==> config.mk <==
export PLATFORM = sky130hd
export DESIGN_NAME = pll_seq_top
export DESIGN_NICKNAME = d
export VERILOG_FILES = /design/src/rtl/pll_seq_pkg.sv /design/src/rtl/pll_tick_gen.sv /design/src/rtl/pll_cfg_regs.sv /design/src/rtl/pll_lock_sync.sv /design/src/rtl/pll_seq_fsm.sv /design/src/rtl/pll_seq_top.sv
export SDC_FILE = /design/constraint.sdc
export NUM_CORES = 1
export LEC_CHECK = 0
export BUFFER_PORTS_ARGS = -buffer_cell sky130_fd_sc_hd__buf_4
export CAP_MARGIN = 15
export CORE_AREA = 2 2 72 74
export DETAILED_ROUTE_END_ITERATION = 6
export DIE_AREA = 0 0 74 76
export GPL_ROUTABILITY_DRIVEN = 0
export PLACE_DENSITY = 0.74
export SYNTH_ARGS = -nofsm -noshare
export SYNTH_HDL_FRONTEND = slang
export SYNTH_SLANG_ARGS = --single-unit
==> constraint.sdc <==
create_clock -name clk -period 7.3 [get_ports clk]
set_input_delay 0.365 -clock clk [delete_from_list [all_inputs] [get_ports clk]]
set_output_delay 0.365 -clock clk [all_outputs]
set_load 0.1 [all_outputs]
==> src/rtl/pll_seq_pkg.sv <==
package pll_seq_pkg;

    typedef enum logic [2:0] {
        ST_OFF    = 3'd0,
        ST_GAP    = 3'd1,
        ST_BIAS   = 3'd2,
        ST_LOCK   = 3'd3,
        ST_SETTLE = 3'd4,
        ST_ON     = 3'd5,
        ST_FAIL   = 3'd6
    } seq_state_e;

    typedef enum logic [1:0] {
        ORD_POLL     = 2'd0,
        ORD_FIXED    = 2'd1,
        ORD_RSTFIRST = 2'd2,
        ORD_SPARE    = 2'd3
    } order_e;

    // Mode word: bit2 reset_n, bit1 bypass-disable, bit0 output-enable
    typedef struct packed {
        logic rst_n;
        logic byp_dis;
        logic out_en;
    } mode_t;

    localparam int CNT_FIELD_W = 6;

    typedef struct packed {
        logic                   fsm_rst;
        logic                   vote_en;
        logic [CNT_FIELD_W-1:0] bias_cnt;
        logic [CNT_FIELD_W-1:0] settle_cnt;
        order_e                 order;
    } cfg_t;

    localparam int CFG_FSM_RST_BIT = 21;
    localparam int CFG_VOTE_BIT    = 20;
    localparam int CFG_BIAS_LSB    = 14;
    localparam int CFG_SETTLE_LSB  = 8;
    localparam int CFG_ORDER_LSB   = 0;

    function automatic cfg_t cfg_decode(input logic [31:0] w);
        cfg_t c;
        c.fsm_rst    = w[CFG_FSM_RST_BIT];
        c.vote_en    = w[CFG_VOTE_BIT];
        c.bias_cnt   = w[CFG_BIAS_LSB +: CNT_FIELD_W];
        c.settle_cnt = w[CFG_SETTLE_LSB +: CNT_FIELD_W];
        c.order      = order_e'(w[CFG_ORDER_LSB +: 2]);
        return c;
    endfunction

    function automatic cfg_t cfg_reset_value();
        cfg_t c;
        c.fsm_rst    = 1'b1;
        c.vote_en    = 1'b0;
        c.bias_cnt   = CNT_FIELD_W'(1);
        c.settle_cnt = CNT_FIELD_W'(8);
        c.order      = ORD_POLL;
        return c;
    endfunction

    function automatic logic order_polls(input order_e o);
        return (o == ORD_POLL) || (o == ORD_SPARE);
    endfunction

    function automatic mode_t pins_for_state(input seq_state_e s, input order_e o);
        mode_t m;
        m = '0;
        case (s)
            ST_OFF:    m = '0;
            ST_GAP: begin
                if (o == ORD_RSTFIRST) m.rst_n   = 1'b1;
                else                   m.byp_dis = 1'b1;
            end
            ST_BIAS, ST_LOCK, ST_SETTLE, ST_FAIL: begin
                m.rst_n   = 1'b1;
                m.byp_dis = 1'b1;
            end
            ST_ON: begin
                m.rst_n   = 1'b1;
                m.byp_dis = 1'b1;
                m.out_en  = 1'b1;
            end
            default:   m = '0;
        endcase
        return m;
    endfunction

endpackage

==> src/rtl/pll_tick_gen.sv <==
module pll_tick_gen #(
    parameter int PRESC_DIV = 50
) (
    input  logic clk,
    input  logic rst,
    input  logic restart,
    output logic tick
);
    localparam int PCNT_W = (PRESC_DIV > 1) ? $clog2(PRESC_DIV) : 1;

    generate
        if (PRESC_DIV <= 1) begin : g_div1
            assign tick = 1'b1;
        end else begin : g_divn
            localparam logic [PCNT_W-1:0] LAST = PCNT_W'(PRESC_DIV - 1);
            logic [PCNT_W-1:0] pcnt_q;

            assign tick = (pcnt_q == LAST);

            always_ff @(posedge clk) begin
                if (rst || restart || tick) pcnt_q <= '0;
                else                        pcnt_q <= pcnt_q + 1'b1;
            end

            AST_TICK_AFTER_RESTART: assert property (@(posedge clk) disable iff (rst)
                restart |=> !tick);
        end
    endgenerate
endmodule

==> src/rtl/pll_cfg_regs.sv <==
module pll_cfg_regs
    import pll_seq_pkg::*;
(
    input  logic        clk,
    input  logic        rst,
    input  logic        cfg_wr,
    input  logic [31:0] cfg_wdata,
    output cfg_t        cfg
);
    cfg_t cfg_q;
    logic cfg_unused_bits;

    assign cfg_unused_bits = ^{cfg_wdata[31:22], cfg_wdata[7:2]};

    always_ff @(posedge clk) begin
        if (rst)         cfg_q <= cfg_reset_value();
        else if (cfg_wr) cfg_q <= cfg_decode(cfg_wdata);
    end

    assign cfg = cfg_q;
endmodule

==> src/rtl/pll_lock_sync.sv <==
module pll_lock_sync #(
    parameter int STAGES = 2
) (
    input  logic clk,
    input  logic rst,
    input  logic lock_async,
    output logic lock_sync
);
    logic [STAGES-1:0] sync_q;

    generate
        if (STAGES == 1) begin : g_one
            always_ff @(posedge clk) begin
                if (rst) sync_q <= '0;
                else     sync_q <= lock_async;
            end
        end else begin : g_chain
            always_ff @(posedge clk) begin
                if (rst) sync_q <= '0;
                else     sync_q <= {sync_q[STAGES-2:0], lock_async};
            end
        end
    endgenerate

    assign lock_sync = sync_q[STAGES-1];
endmodule

==> src/rtl/pll_seq_fsm.sv <==
module pll_seq_fsm
    import pll_seq_pkg::*;
#(
    parameter int GAP_TICKS     = 5,
    parameter int FIXED_TICKS   = 50,
    parameter int REVERSE_TICKS = 60,
    parameter int POLL_TICKS    = 200
) (
    input  logic       clk,
    input  logic       rst,
    input  cfg_t       cfg,
    input  logic       any_vote,
    input  logic       lock_s,
    input  logic       tick,
    input  logic       mode_wr,
    input  mode_t      mode_wdata,
    output logic       restart,
    output seq_state_e state_o,
    output mode_t      mode_o,
    output logic       on_o,
    output logic       timeout_o
);
    localparam int MAX_A   = (GAP_TICKS > FIXED_TICKS) ? GAP_TICKS : FIXED_TICKS;
    localparam int MAX_B   = (REVERSE_TICKS > POLL_TICKS) ? REVERSE_TICKS : POLL_TICKS;
    localparam int MAX_C   = (MAX_A > MAX_B) ? MAX_A : MAX_B;
    localparam int MAX_ALL = (MAX_C > 63) ? MAX_C : 63;
    localparam int CNT_W   = $clog2(MAX_ALL + 1);

    localparam logic [CNT_W-1:0] GAP_L   = CNT_W'(GAP_TICKS);
    localparam logic [CNT_W-1:0] FIXED_L = CNT_W'(FIXED_TICKS);
    localparam logic [CNT_W-1:0] REV_L   = CNT_W'(REVERSE_TICKS);
    localparam logic [CNT_W-1:0] POLL_L  = CNT_W'(POLL_TICKS);

    seq_state_e       st_q, st_d;
    logic [CNT_W-1:0] cnt_q, cnt_d;
    logic [CNT_W-1:0] wait_len;
    logic             done;
    logic             hw_active;
    logic             polling;
    mode_t            mode_q;
    logic             on_q, timeout_q;

    assign hw_active = cfg.vote_en && !cfg.fsm_rst;
    assign polling   = order_polls(cfg.order);

    always_comb begin
        case (st_q)
            ST_GAP:    wait_len = GAP_L;
            ST_BIAS:   wait_len = CNT_W'(cfg.bias_cnt);
            ST_LOCK: begin
                if (polling)                       wait_len = POLL_L;
                else if (cfg.order == ORD_FIXED)   wait_len = FIXED_L;
                else                               wait_len = REV_L;
            end
            ST_SETTLE: wait_len = CNT_W'(cfg.settle_cnt);
            default:   wait_len = '0;
        endcase
    end

    assign done = (wait_len == '0) || (tick && (cnt_q == (wait_len - CNT_W'(1))));

    always_comb begin
        st_d = st_q;
        if (!hw_active) begin
            st_d = ST_OFF;
        end else if ((st_q != ST_OFF) && !any_vote) begin
            st_d = ST_OFF;
        end else begin
            case (st_q)
                ST_OFF:    if (any_vote) st_d = ST_GAP;
                ST_GAP:    if (done) st_d = ST_BIAS;
                ST_BIAS:   if (done) st_d = ST_LOCK;
                ST_LOCK: begin
                    if (polling && lock_s) st_d = ST_SETTLE;
                    else if (done)         st_d = polling ? ST_FAIL : ST_SETTLE;
                end
                ST_SETTLE: if (done) st_d = ST_ON;
                default:   st_d = st_q;
            endcase
        end
    end

    assign restart = (st_d != st_q);

    always_comb begin
        if (restart)   cnt_d = '0;
        else if (tick) cnt_d = cnt_q + CNT_W'(1);
        else           cnt_d = cnt_q;
    end

    always_ff @(posedge clk) begin
        if (rst) begin
            st_q      <= ST_OFF;
            cnt_q     <= '0;
            mode_q    <= '0;
            on_q      <= 1'b0;
            timeout_q <= 1'b0;
        end else begin
            st_q  <= st_d;
            cnt_q <= cnt_d;
            on_q  <= (st_d != ST_OFF);
            if (cfg.vote_en)  mode_q <= hw_active ? pins_for_state(st_d, cfg.order) : '0;
            else if (mode_wr) mode_q <= mode_wdata;
            if ((st_q == ST_OFF) && (st_d == ST_GAP))       timeout_q <= 1'b0;
            else if ((st_d == ST_FAIL) && (st_q != ST_FAIL)) timeout_q <= 1'b1;
        end
    end

    assign state_o   = st_q;
    assign mode_o    = mode_q;
    assign on_o      = on_q;
    assign timeout_o = timeout_q;

    AST_OUT_AFTER_PREP: assert property (@(posedge clk) disable iff (rst)
        (hw_active && $rose(mode_q.out_en)) |-> ($past(mode_q.rst_n) && $past(mode_q.byp_dis)));
    AST_FAIL_OUT_LOW: assert property (@(posedge clk) disable iff (rst)
        (st_q == ST_FAIL) |-> !mode_q.out_en);
    AST_TIMEOUT_FROM_FAIL: assert property (@(posedge clk) disable iff (rst)
        $rose(timeout_q) |-> (st_q == ST_FAIL));
    AST_RSTFIRST_ORDER: assert property (@(posedge clk) disable iff (rst)
        (hw_active && (cfg.order == ORD_RSTFIRST) && $rose(mode_q.byp_dis)) |-> $past(mode_q.rst_n));
    AST_DROP_POWERS_DOWN: assert property (@(posedge clk) disable iff (rst)
        (hw_active && !any_vote && (st_q != ST_OFF)) |=> ((mode_q == '0) && !on_q));
    AST_FSM_RST_HOLDS: assert property (@(posedge clk) disable iff (rst)
        (cfg.vote_en && cfg.fsm_rst) |=> ((st_q == ST_OFF) && (mode_q == '0)));
    AST_STATE_LEGAL: assert property (@(posedge clk) disable iff (rst)
        st_q != 3'd7);
endmodule

==> src/rtl/pll_seq_top.sv <==
module pll_seq_top
    import pll_seq_pkg::*;
#(
    parameter int PRESC_DIV     = 50,
    parameter int GAP_TICKS     = 5,
    parameter int FIXED_TICKS   = 50,
    parameter int REVERSE_TICKS = 60,
    parameter int POLL_TICKS    = 200,
    parameter int NUM_VOTERS    = 4,
    parameter int SYNC_STAGES   = 2
) (
    input  logic                  clk,
    input  logic                  rst,
    input  logic                  cfg_wr,
    input  logic [31:0]           cfg_wdata,
    input  logic                  mode_wr,
    input  logic [2:0]            mode_wdata,
    input  logic [NUM_VOTERS-1:0] votes,
    input  logic                  pll_lock,
    output logic                  pll_out_en,
    output logic                  pll_byp_dis,
    output logic                  pll_rst_n,
    output logic                  pll_enabled,
    output logic                  pll_on,
    output logic                  lock_timeout,
    output logic [2:0]            seq_state
);
    cfg_t       cfg;
    logic       tick, restart, lock_s;
    seq_state_e st;
    mode_t      mode;

    pll_cfg_regs u_cfg (
        .clk       (clk),
        .rst       (rst),
        .cfg_wr    (cfg_wr),
        .cfg_wdata (cfg_wdata),
        .cfg       (cfg)
    );

    pll_tick_gen #(.PRESC_DIV(PRESC_DIV)) u_tick (
        .clk     (clk),
        .rst     (rst),
        .restart (restart),
        .tick    (tick)
    );

    pll_lock_sync #(.STAGES(SYNC_STAGES)) u_sync (
        .clk        (clk),
        .rst        (rst),
        .lock_async (pll_lock),
        .lock_sync  (lock_s)
    );

    pll_seq_fsm #(
        .GAP_TICKS     (GAP_TICKS),
        .FIXED_TICKS   (FIXED_TICKS),
        .REVERSE_TICKS (REVERSE_TICKS),
        .POLL_TICKS    (POLL_TICKS)
    ) u_fsm (
        .clk        (clk),
        .rst        (rst),
        .cfg        (cfg),
        .any_vote   (|votes),
        .lock_s     (lock_s),
        .tick       (tick),
        .mode_wr    (mode_wr),
        .mode_wdata (mode_t'(mode_wdata)),
        .restart    (restart),
        .state_o    (st),
        .mode_o     (mode),
        .on_o       (pll_on),
        .timeout_o  (lock_timeout)
    );

    assign pll_out_en  = mode.out_en;
    assign pll_byp_dis = mode.byp_dis;
    assign pll_rst_n   = mode.rst_n;
    assign pll_enabled = mode.out_en & mode.byp_dis & mode.rst_n;
    assign seq_state   = st;
endmodule

# Word-level counts from Yosys, hierarchy flattened
# Cells that the tools add are included.
# op_classes
n_addsub	3
n_mul	0
div_mod_pow	0
magnitude_cmp	0
eq_ne	17
shifts	0
n_mux	20
n_bitwise	2
reduce_logical	22
# ops
operator	n
3-bit 2-to-1 mux	11
8-bit one-hot mux with 4 select lines	1
3-bit one-hot mux with 5 select lines	1
3-bit by 2-bit equality test with 1-bit output (second input constant)	4
3-bit equality test (second input constant)	4
8-bit by 1-bit adder with 8-bit output (second input constant)	1
8-bit equality test	1
8-bit logical NOT	1
8-bit 2-to-1 mux	1
8-bit by 1-bit subtractor with 8-bit output (second input constant)	1
6-bit by 1-bit adder with 6-bit output (second input constant)	1
3-bit by 1-bit equality test with 1-bit output (second input constant)	2
6-bit equality test (second input constant)	1
1-bit logical AND	6
3-bit nonzero test	2
5-bit OR reduction	1
2-bit equality test (second input constant)	2
1-bit logical OR	4
4-bit 2-to-1 mux	1
2-bit one-hot mux with 2 select lines	1
2-bit OR reduction	2
4-bit OR reduction	1
3-bit logical NOT	1
1-bit 2-to-1 mux	3
other kinds (8)	10
# word_totals
reg_bits	40
latch_bits	0
ram_bits	0
rom_bits	0
inputBits	44
wordCells	78
memories	0

# Depth between registers and ports, before layout
# Gate-level depths: netlist of run 1.
# depth
word_depth	18
depth_mapped	15
depth_no_buf	14

# Hierarchy
# A second synthesis of run 1 with hierarchy kept.
# hier_totals
cells_unflattened	285
hier_area_um2	2561.2
# by_module_without_submodules
mod	n_inst	cells_per_inst	area_per_inst_um2	seq_area_each_um2
pll_seq_fsm	1	199	1624.1	320.3
pll_cfg_regs	1	52	585.6	320.3
pll_tick_gen	1	28	285.3	120.1
pll_lock_sync	1	4	52.6	40.0
pll_seq_top	1	2	13.8	0.0

# Least setup slack after synthesis of run 1
# OpenSTA, ideal clock, no wires.
# synth_timing
path_type	reg-to-reg
from	register u_fsm.st_q[0], in the netlist u_fsm.state_o[0]
to	register u_fsm.mode_q, in the netlist u_fsm.mode_o[1]
setup_ps	88
t_arrival_ps	4080
required_ps	7212
slack_ps	3132
path_stages_with_launch	13
path_buffers	1
cell_sequence	dfxtp_1 > buf_6 > mux2_2 > a22oi_1 > ha_1 > nand3_1 > xnor2_1 > o221ai_1 > or4_4 > mux2_4 > nand2_2 > or4_1 > a311oi_2
# synth_between
elab_chain_cells	16
# synth_lines
item	line	source
start: declaration	pll_seq_fsm.sv:34	seq_state_e st_q, st_d;
start signal: assignment	pll_seq_fsm.sv:99	st_q <= st_d;
3-bit equality test (tied with other cells)	pll_seq_fsm.sv:47, pll_seq_fsm.sv:69	
8-bit one-hot mux with 4 select lines	pll_seq_fsm.sv:47	case (st_q)
8-bit by 1-bit subtractor with 8-bit output	pll_seq_fsm.sv:60	assign done = (wait_len == '0) || (tick && (cnt_q == (wait_len - CNT_W'(1))));
8-bit equality test	pll_seq_fsm.sv:60	
1-bit logical AND	pll_seq_fsm.sv:60	
1-bit logical OR	pll_seq_fsm.sv:60	
3-bit 2-to-1 mux	pll_seq_fsm.sv:75	else if (done) st_d = polling ? ST_FAIL : ST_SETTLE;
3-bit 2-to-1 mux	pll_seq_fsm.sv:74	if (polling && lock_s) st_d = ST_SETTLE;
3-bit one-hot mux with 5 select lines	pll_seq_fsm.sv:69	case (st_q)
3-bit 2-to-1 mux (*)	pll_seq_fsm.sv:66	end else if ((st_q != ST_OFF) && !any_vote) begin
3-bit 2-to-1 mux (*)	pll_seq_fsm.sv:64	if (!hw_active) begin
3-bit by 2-bit equality test with 1-bit output or 3-bit equality test (tied branches)	pll_seq_pkg.sv:70	case (s)
5-bit OR reduction (no source line)	-	
2-bit one-hot mux with 2 select lines (*)	pll_seq_pkg.sv:70	
3-bit 2-to-1 mux (*) (2 in series)	pll_seq_fsm.sv:102	if (cfg.vote_en) mode_q <= hw_active ? pins_for_state(st_d, cfg.order) : '0;
end signal: assignment	pll_seq_fsm.sv:102	
end signal: assignment	pll_seq_fsm.sv:103	else if (mode_wr) mode_q <= mode_wdata;
end: declaration	pll_seq_fsm.sv:40	mode_t mode_q;
# Mark *: on every way between the ends. The rest lies on a longest branch, timed or not.
# A chain may end at the register's enable or synchronous reset.

# Final worst setup path of run 1
# Ends and elaborated chain as after synthesis.

==> flow_summary.toml, run 1 <==
[clock_tree]
cts-root-buf = "clkbuf_8"
clk_path_buf_depth = 2
insertion_delay_ps = 280
cts_buffers = 5
tritoncts = "done"
cts_hold_buf = 0
post-cts-setup-buffer-count = 0
path_clk_slew_ps = 80
htree_levels = 2
cts_sinks = 40
ctsResizeCount = 0

[routing]
drt-pass1-iter-count = 4
drc = 0
ant_nets = 0
vias = 2002
dr.first_iter.drc_count = 159
wl_mm = 4.83
via_per_inst = 5.47
avgRoutedWirePerCell_microns = 13.2

[floorplan]
die_width_microns = 74
start_util_pct = 48.5
coreArea_sq_mm = 0.00491
die_y_microns = 76
io_pins = 53
dieArea_sq_mm = 0.00562
std_cell_rows = 26

[critical_path]
critPathLaunchType = "register"
critical_path_required_ps = 7500
endpoint_kind = "register"
timing.critical_path.arrival_ps = 4390
crit_type = "reg -> reg"
critical_path.max_fanout = 24

[global_routing]
grt_pass1_vias = 1737
antenna_found_initial = 0
grt_max_degree = 29
grt_pass1_wl_mm = 8.09
grt-ovfl-total = 0
grt_util_all_layers_pct = 17.7

[place]
place_inst = 358
place_hpwl_mm = 3.41
portBuffers = 36
placed_cell_area_sq_mm = 0.00265

[timing]
min_period_ps = 4190
worstMarginPinSlew_ps = 940
setup_tns_ps = 0
whs_ps = 282
fin_crit_sh_pct = 57.4
slew_viol_final = 0
hold_viol = 0
max_freq_mhz = 239
rsz0062_at_grt = "no"
max_slew_margin_pct = 36.5
fin_skew_ps = 3.64
finalSetupViolCount = 0

[power]
vdd_drop_max_mv = 0.117
fin_total_pwr_uw = 443
p_leak_nw = 1.13
p_per_area_mw_per_mm2 = 161

[logic_synthesis]
synth_top_family_by_area = "simple AND/OR/NAND/NOR gates"
ys_top_cells_by_area = "dfxtp_1 (34%), mux2i_1 (5.9%), nor2_1 (4.6%)"
synth_top_cell_area_share_pct = 33.6
synthCells = 267
synth_ff_type = "dfxtp_1"
syn_area_sq_mm = 0.00238
yosysUniqueCellTypes = 59
synth_compound_area_share_pct = 16.2
yosys_warnings = 0
synthMuxAreaShare_pct = 6.99
async_flop_share_pct = 0
syn_area_per_cell_sq_um = 8.92
synth_xor_area_share_pct = 7.36
synth_simple_gate_area_share_pct = 26.6
ys_seq_area_share_pct = 33.6
synth_edf_count = 0
synth.net_count = 319
ys_ff_latch = 40
synth_adder_area_share_pct = 4.20
yosysTopAreaCell = "dfxtp_1"

[final_layout]
finalNonFillerCells = 366
stdcell_area_sq_mm = 0.00274
drive_above_1_share_pct = 21.6
area_growth_pct = 15.2
antennaDiodeCount = 0
fill_cells = 464
fin_nets = 347

[run_status]
status = "finished, final reports clean"

[run]
maxCapViolCount = 0

[worst_hold_path]
hold_path.class = "in -> reg"
-- area by class of cell --
type,instances,area [sq um],share of cell area (%)
sequential,40,801,29.2
timing repair buffer,36,270,9.85
multi-input combinational,204,1460,53.3
tap,70,87.6,3.19
clock buffer,6,82.6,3.01
inverter,8,30.0,1.09
clock inverter,2,10.0,0.365
-- worst paths after layout --
check,cells past startpoint,slack [ps],start,endpoint
setup / recovery,11,3110,u_fsm.state_o[0],u_fsm.mode_o[1]
hold / removal,2,280,cfg_wdata[14],u_cfg.cfg[8]
setup reg to reg,11,3110,u_fsm.state_o[0],u_fsm.mode_o[1]
hold reg to reg,1,440,u_sync.sync_q[0],u_sync.sync_q[1]
-- metrics by stage --
stage	util (%)	setup slack [ps]
floorplan	-	3130
global placement	53.9	3210
detailed placement	53.9	3180
CTS	55.8	3140
global route	55.8	2860
finish	55.8	3110
-- cell families after synthesis --
family,after synthesis
xor gates and xnor gates,20
adders and majority gates,8
muxes,16
AOI/OAI and AO/OA,47
DFF,40
and+or+nand+nor,113
buffers and inverters,23
-- Yosys cell counts (3+ instances only) --
library cell,count
xnor2_1,9
a31oi_1,3
a21o_1,3
ha_1,8
nand2_1,14
nor4bb_1,5
nor3_1,10
inv_1,7
dfxtp_1,40
o21ai_0,5
nand3_1,9
or4_1,3
nor2b_1,10
a21oi_1,7
a211o_1,3
nor2_1,29
and3_1,8
clkbuf_1,9
xor2_1,11
buf_6,4
mux2i_1,14
nand4_1,5
-- sequential cells by signal (all words and copies together), names as in the netlist --
signal	count
u_fsm.cnt_q	8
u_fsm.mode_o	3
u_fsm.timeout_o	1
u_sync.sync_q	2
u_tick.g_divn.pcnt_q	6
u_cfg.cfg	16
u_fsm.on_o	1
u_fsm.state_o	3
-- report_power, final --
| group | switching, mW | internal [mW] |
|---|---|---|
| Combinational | 0.0329 | 0.0272 |
| Clock | 0.0732 | 0.0754 |
| Sequential | 0.00662 | 0.227 |
| Total | 0.113 | 0.330 |
-- layer usage --
layer  global-route usage (%)  up-vias  wire, microns
li1                         -     1022              -
met1                     26.0      922           2330
met2                     26.1       54           2230
met3                     3.31        4            229
met4                     5.09        0             36
met5                        0        -              0
-- placed cells by master, fill, tap and decap left out, drive strengths merged, types with 4 or more instances in the layout --
| master | netlist | final |
|---|---|---|
| clkbuf | 9 | 6 |
| ha | 8 | 8 |
| dfxtp | 40 | 40 |
| and3 | 9 | 9 |
| nand3 | 9 | 9 |
| nor2b | 11 | 11 |
| nor3 | 11 | 11 |
| mux2i | 14 | 14 |
| xor2 | 11 | 11 |
| inv | 8 | 8 |
| nand2 | 15 | 15 |
| or4 | 4 | 4 |
| nor4bb | 5 | 5 |
| xnor2 | 9 | 9 |
| o21ai | 6 | 6 |
| nor2 | 29 | 29 |
| buf | 6 | 36 |
| nand4 | 5 | 5 |
| a21oi | 7 | 7 |
| a31oi | 5 | 5 |
-- worst max-delay path, cell delays in order (launching register included) --
cell      delay (ps)
dfxtp_1          800
mux2_2           410
a22oi_1          360
ha_1             340
and2_1           190
and3_1           190
o221ai_1         130
or4_4            570
mux2_4           230
nand2_2          120
or4_1            520
a311oi_2         250
(Power assumes the default switching activity.)
==> run 2: changes to the inputs <==
- ABC_AREA: not set -> 1
- CORE_AREA: 2 2 72 74 -> 2 2 74 76
- DIE_AREA: 0 0 74 76 -> 0 0 76 78
- PLACE_DENSITY: 0.74 -> 0.73
- clock period: 7.3 -> 3.9 ns (I/O delays scaled with it)
==> run 2 against run 1 <==
Critical path depth rose by 12. Synthesized cell count up 33%. Sequential share of layout area is 1.9 points lower. First-iteration DRC count grew 9.4%. Clock skew about the same. Combinational power is 100% higher. Power grew 100%. Fmax grew 26%. Worst setup slack got worse by 2500 ps. Critical path type unchanged. Core utilization grew 2.3 points. Clock power is 120% higher. Die area up 5.4%.
==> flow_summary.toml, run 2 <==
[clock_tree]
tritoncts = "done"
cts-root-buf = "clkbuf_8"
ctsResizeCount = 0
htree_levels = 2
cts_sinks = 40
cts_hold_buf = 0
cts_buffers = 5
clk_path_buf_depth = 2
path_clk_slew_ps = 80
insertion_delay_ps = 290
post-cts-setup-buffer-count = 0

[place]
portBuffers = 36
place_inst = 454
place_ws_ps = 576
placed_cell_area_sq_mm = 0.00282
place_hpwl_mm = 3.80

[floorplan]
io_pins = 53
start_util_pct = 49.6
coreArea_sq_mm = 0.00504
dieArea_sq_mm = 0.00593
die_y_microns = 78
die_width_microns = 76
std_cell_rows = 26

[timing]
max_slew_margin_pct = 63.5
max_freq_mhz = 300
slew_viol_final = 0
min_period_ps = 3340
finalSetupViolCount = 0
worstMarginPinSlew_ps = 547
timing.final.ws_setup_ps = 562
rsz0062_at_grt = "no"
fin_crit_sh_pct = 85.6
setup_tns_ps = 0
fin_skew_ps = 3.52
whs_ps = 101
hold_viol = 0

[final_layout]
fin_nets = 443
finalNonFillerCells = 462
final_core_util_pct = 58.1
stdcell_area_sq_mm = 0.00293
area_growth_pct = 17.1
largest_reg_flops = 16
drive_above_1_share_pct = 25.0
antennaDiodeCount = 0
mostFrequentLayoutCell = "nand2_1"
final_cell_mix = "nand2_1 (70), nor2_1 (43), inv_1 (42)"

[routing]
drt-pass1-iter-count = 5
wl_mm = 4.86
ant_nets = 0
via_per_inst = 4.81
avgRoutedWirePerCell_microns = 10.5
drc = 0
vias = 2224
dr.first_iter.drc_count = 174

[critical_path]
timing.critical_path.arrival_ps = 3570
critical_path.max_fanout = 7
cpMostUsedCell = "nand2_1"
worstPathCellList = "buf_4, inv_2, nand3_2, nand3_2, inv_1, ha_1, o21bai_1, nand2_1, nand2_1, nand2_1, nor2_1, nand4_1, nor2_1, nand2_1, nand2_1, o21ai_1, a21oi_4, inv_2, nand2_2, o21ai_2, nor2_4, inv_4, a21oi_2"
critPathLaunchType = "register"
critical_path_required_ps = 4130
crit_family = "simple AND/OR/NAND/NOR gates"
endpoint_kind = "register"
cp_slowest_cell = "dfxtp_1"
crit_buf_inv = 5
crit_type = "reg -> reg"
slowest_delay_ps = 590

[logic_synthesis]
synthCells = 354
ys_seq_area_share_pct = 32.0
ys_top_cells_by_area = "dfxtp_1 (32%), nand2_1 (11%), nor2_1 (6.5%)"
yosysUniqueCellTypes = 34
synth_ff_type = "dfxtp_1"
ys_ff_latch = 40
syn_area_sq_mm = 0.00250
syn_area_per_cell_sq_um = 7.07
synthTopCellsByCount = "nand2_1 (70), nor2_1 (43), inv_1 (42)"
yosysMostFrequentCell = "nand2_1"
yosys_warnings = 0
synth.net_count = 406
synth_edf_count = 0
async_flop_share_pct = 0
yosysTopAreaCell = "dfxtp_1"
synth_top_cell_area_share_pct = 32.0

[power]
p_per_area_mw_per_mm2 = 305
vdd_drop_max_mv = 0.192
p_leak_nw = 1.40
fin_total_pwr_uw = 894

[worst_hold_path]
hold_path.class = "in -> reg"

[global_routing]
grt_max_degree = 23
grt-ovfl-total = 0
antenna_found_initial = 0
grt_util_all_layers_pct = 17.7
grt_pass1_wl_mm = 8.68
grt_pass1_vias = 2025

[run]
maxCapViolCount = 0

[run_status]
status = "finished, final reports clean"
==> run 2: changes by cell type in the layout (fill, tap and decap cells not counted), moves of 8 or more <==
cell     delta
nor2_2     +12
inv_1      +35
nor2_1     +14
o21ai_0    +14
and3_1      -8
nand3_1    +18
nor2_4      +8
nor2b_1    -10
xnor2_1     -8
nand2_1    +56
mux2i_1    -14
==> run 2: layer usage <==
| metal | GRT usage (%) | vias up | routed length, microns |
|---|---|---|---|
| li1 | - | 1201 | - |
| met2 | 28.6 | 34 | 2200 |
| met1 | 23.8 | 982 | 2450 |
| met5 | 0 | - | 0 |
| met4 | 7.09 | 0 | 62 |
| met3 | 2.44 | 7 | 153 |
==> run 2: layout make-up <==
| cell class | count | area (sq um) |
|---|---|---|
| sequential | 40 | 801 |
| tap | 70 | 87.6 |
| multi-input combinational | 254 | 1450 |
| fill | 501 | 2110 |
| inverter | 52 | 203 |
| clock buffer | 6 | 72.6 |
| timing repair buffer | 38 | 285 |
| clock inverter | 2 | 35.0 |
==> run 2: final timing paths <==
| path | start | to | slack (ps) | cells past startpoint |
|---|---|---|---|---|
| max | u_fsm.state_o[1] | u_fsm.cnt_q[0] | 560 | 23 |
| min | pll_lock | u_sync.sync_q[0] | 100 | 3 |
| max reg2reg | u_fsm.state_o[1] | u_fsm.cnt_q[0] | 560 | 23 |
| min reg2reg | u_sync.sync_q[0] | u_sync.sync_q[1] | 420 | 2 |
==> run 2: kinds of logic (layout without fill, tap and decap cells) <==
group / Yosys count / count (layout) / share of synthesized area, %
AO/OA/AOI/OAI: 42 / 42 / 9.80
XOR/XNOR: 10 / 10 / 3.50
adder cells (fa/ha/maj): 8 / 8 / 4.00
buffers and inverters: 60 / 98 / 10.2
flip-flops: 40 / 40 / 32.0
AND/OR/NAND/NOR: 194 / 194 / 40.5
==> run 2: worst reg2reg max path: stages (launching register included) <==
cell and delay, ps:
dfxtp_1 590, buf_4 230, inv_2 50, nand3_2 120, nand3_2 120, inv_1 70, ha_1 310, o21bai_1 160
nand2_1 90, nand2_1 60, nand2_1 40, nor2_1 100, nand4_1 100, nor2_1 160, nand2_1 90, nand2_1 80
o21ai_1 90, a21oi_4 200, inv_2 70, nand2_2 60, o21ai_2 60, nor2_4 220, inv_4 100, a21oi_2 120
==> run 2: power breakdown <==
group,switching [mW],leakage (nW),internal (mW)
registers,0.0125,0.328,0.427
clock network,0.143,0.0552,0.190
logic,0.0750,1.02,0.0475
==> run 3: changes to the inputs <==
- PLACE_DENSITY: 0.73 -> not set
- PLACE_DENSITY_LB_ADDON: not set -> 0.15
==> run 3 against run 2 <==
Cell count stayed put. Final area shrank 0.60%. Clock skew up 2.3 ps. Critical path type unchanged.
==> flow_summary.toml, run 3 (synthesis results as in run 2) <==
[run_status]
status = "finished, final reports clean"

[critical_path]
cp_slowest_cell = "dfxtp_1"
slowest_delay_ps = 640
crit_type = "reg -> reg"
critPathLaunchType = "register"
critical_path.max_fanout = 8
worstPathCellList = "nand2_4, nor2_4, nand2_1, nand2_1, nor2_1, ha_1, xor2_1, nand2_1, nor2_1, nand2_1, nor2_1, nand4_1, nor2_1, nand2_1, nand2_1, o21ai_1, a21oi_4, inv_2, nand2_2, o21ai_2, nor2_4, nand2_4, nor2_2"
endpoint_kind = "register"
crit_buf_inv = 1
cpMostUsedCell = "nand2_1"
critical_path_required_ps = 4120
crit_family = "simple AND/OR/NAND/NOR gates"
timing.critical_path.arrival_ps = 3550

[power]
p_sw_share_pct = 25.9
vdd_drop_max_mv = 0.190
pwr-share-seq_pct = 52.5
p_per_area_mw_per_mm2 = 287
pwr-share-clk_pct = 32.7
fin_total_pwr_uw = 836
comb_power_share_pct = 14.8
internal_power_uw = 619
p_switching_uw = 217
p_leak_nw = 1.39

[global_routing]
grt_use_met3_pct = 3.84
grt-ovfl-total = 0
grt_max_degree = 23
grt_pass1_vias = 2074
use_met2_pct = 30.8
grt_pass1_wl_mm = 8.83
grt_util_all_layers_pct = 17.9
antenna_found_initial = 0
grt-busiest-layer = "met2"
grtUsageMet1_pct = 22.5

[routing]
avgRoutedWirePerCell_microns = 10.5
drc = 0
wl_mm = 4.87
vias = 2186
drt-pass1-iter-count = 4
ant_nets = 0
dr.first_iter.drc_count = 89
via_per_inst = 4.73

[clock_tree]
ctsResizeCount = 0
cts-root-buf = "clkbuf_8"
cts_buffers = 5
path_clk_slew_ps = 70
cts_sinks = 40
insertion_delay_ps = 280
clk_path_buf_depth = 2
cts_hold_buf = 0
tritoncts = "done"
post-cts-setup-buffer-count = 0
htree_levels = 2

[final_layout]
final_core_util_pct = 57.8
fin_nets = 443
largest_reg_flops = 16
drive_above_1_share_pct = 24.7
area_growth_pct = 16.4
stdcell_area_sq_mm = 0.00291
final_cell_mix = "nand2_1 (70), nor2_1 (43), inv_1 (42)"
mostFrequentLayoutCell = "nand2_1"
antennaDiodeCount = 0

[timing]
rsz0062_at_grt = "no"
min_period_ps = 3320
timing.final.ws_setup_ps = 576
setup_tns_ps = 0
slew_viol_final = 0
hold_viol = 0
fin_crit_sh_pct = 85.2
fin_skew_ps = 5.77
max_slew_margin_pct = 62.1
max_freq_mhz = 301
finalSetupViolCount = 0
worstMarginPinSlew_ps = 567

[floorplan]
start_util_pct = 49.6
die_y_microns = 78
dieArea_sq_mm = 0.00593
std_cell_rows = 26
die_width_microns = 76
coreArea_sq_mm = 0.00504
io_pins = 53

[place]
portBuffers = 36
place_hpwl_mm = 3.90
place_ws_ps = 579
placed_cell_area_sq_mm = 0.00282

[worst_hold_path]
hold_path.class = "in -> reg"

[run]
maxCapViolCount = 0
[run 3: cell type report]
type	instances	area, sq um
Fill cell	508	2130
Clock buffer	8	90.1
Sequential cell	40	801
Tap cell	70	87.6
Inverter	52	203
Multi-Input combinational cell	254	1450
Timing Repair Buffer	38	285
[run 3: worst paths after layout]
path | from | endpoint | slack, ps | depth (start not counted)
hold reg to reg | u_sync.sync_q[0] | u_sync.sync_q[1] | 410 | 2
setup reg to reg | u_fsm.state_o[0] | u_tick.g_divn.pcnt_q[3] | 580 | 23
setup / recovery | u_fsm.state_o[0] | u_tick.g_divn.pcnt_q[3] | 580 | 23
hold / removal | pll_lock | u_sync.sync_q[0] | 120 | 3
[run 3: power groups by stage]
stage               Clock (mW)  Combinational (mW)  Sequential (mW)
floorplan                    0              0.0659            0.466
global placement             0               0.123            0.448
detailed placement           0               0.124            0.448
CTS                      0.288               0.125            0.439
global route             0.300               0.140            0.442
finish                   0.273               0.123            0.439
[run 3: worst reg2reg max path, stage by stage (launching register included)]
cell and delay [ps]:
dfxtp_1 640, nand2_4 120, nor2_4 150, nand2_1 80, nand2_1 60, nor2_1 40
ha_1 310, xor2_1 150, nand2_1 70, nor2_1 100, nand2_1 60, nor2_1 90
nand4_1 90, nor2_1 200, nand2_1 100, nand2_1 100, o21ai_1 90, a21oi_4 210
inv_2 70, nand2_2 60, o21ai_2 70, nor2_4 210, nand2_4 110, nor2_2 100
[run 3: metrics by stage]
stage | hold slack [ps] | cells
6_report | 116 | 462
5_1_grt | 115 | 462
4_1_cts | 105 | 462
3_5_place_dp | 399 | 454
3_3_place_gp | 403 | 454
2_1_floorplan | 302 | 354
[run 3: per-layer routing]
metal | vias to the layer above | part of all wire, %
li1 | 1198 | -
met1 | 951 | 51
met2 | 30 | 45
met3 | 7 | 3.0
met4 | 0 | 1.3
met5 | - | 0
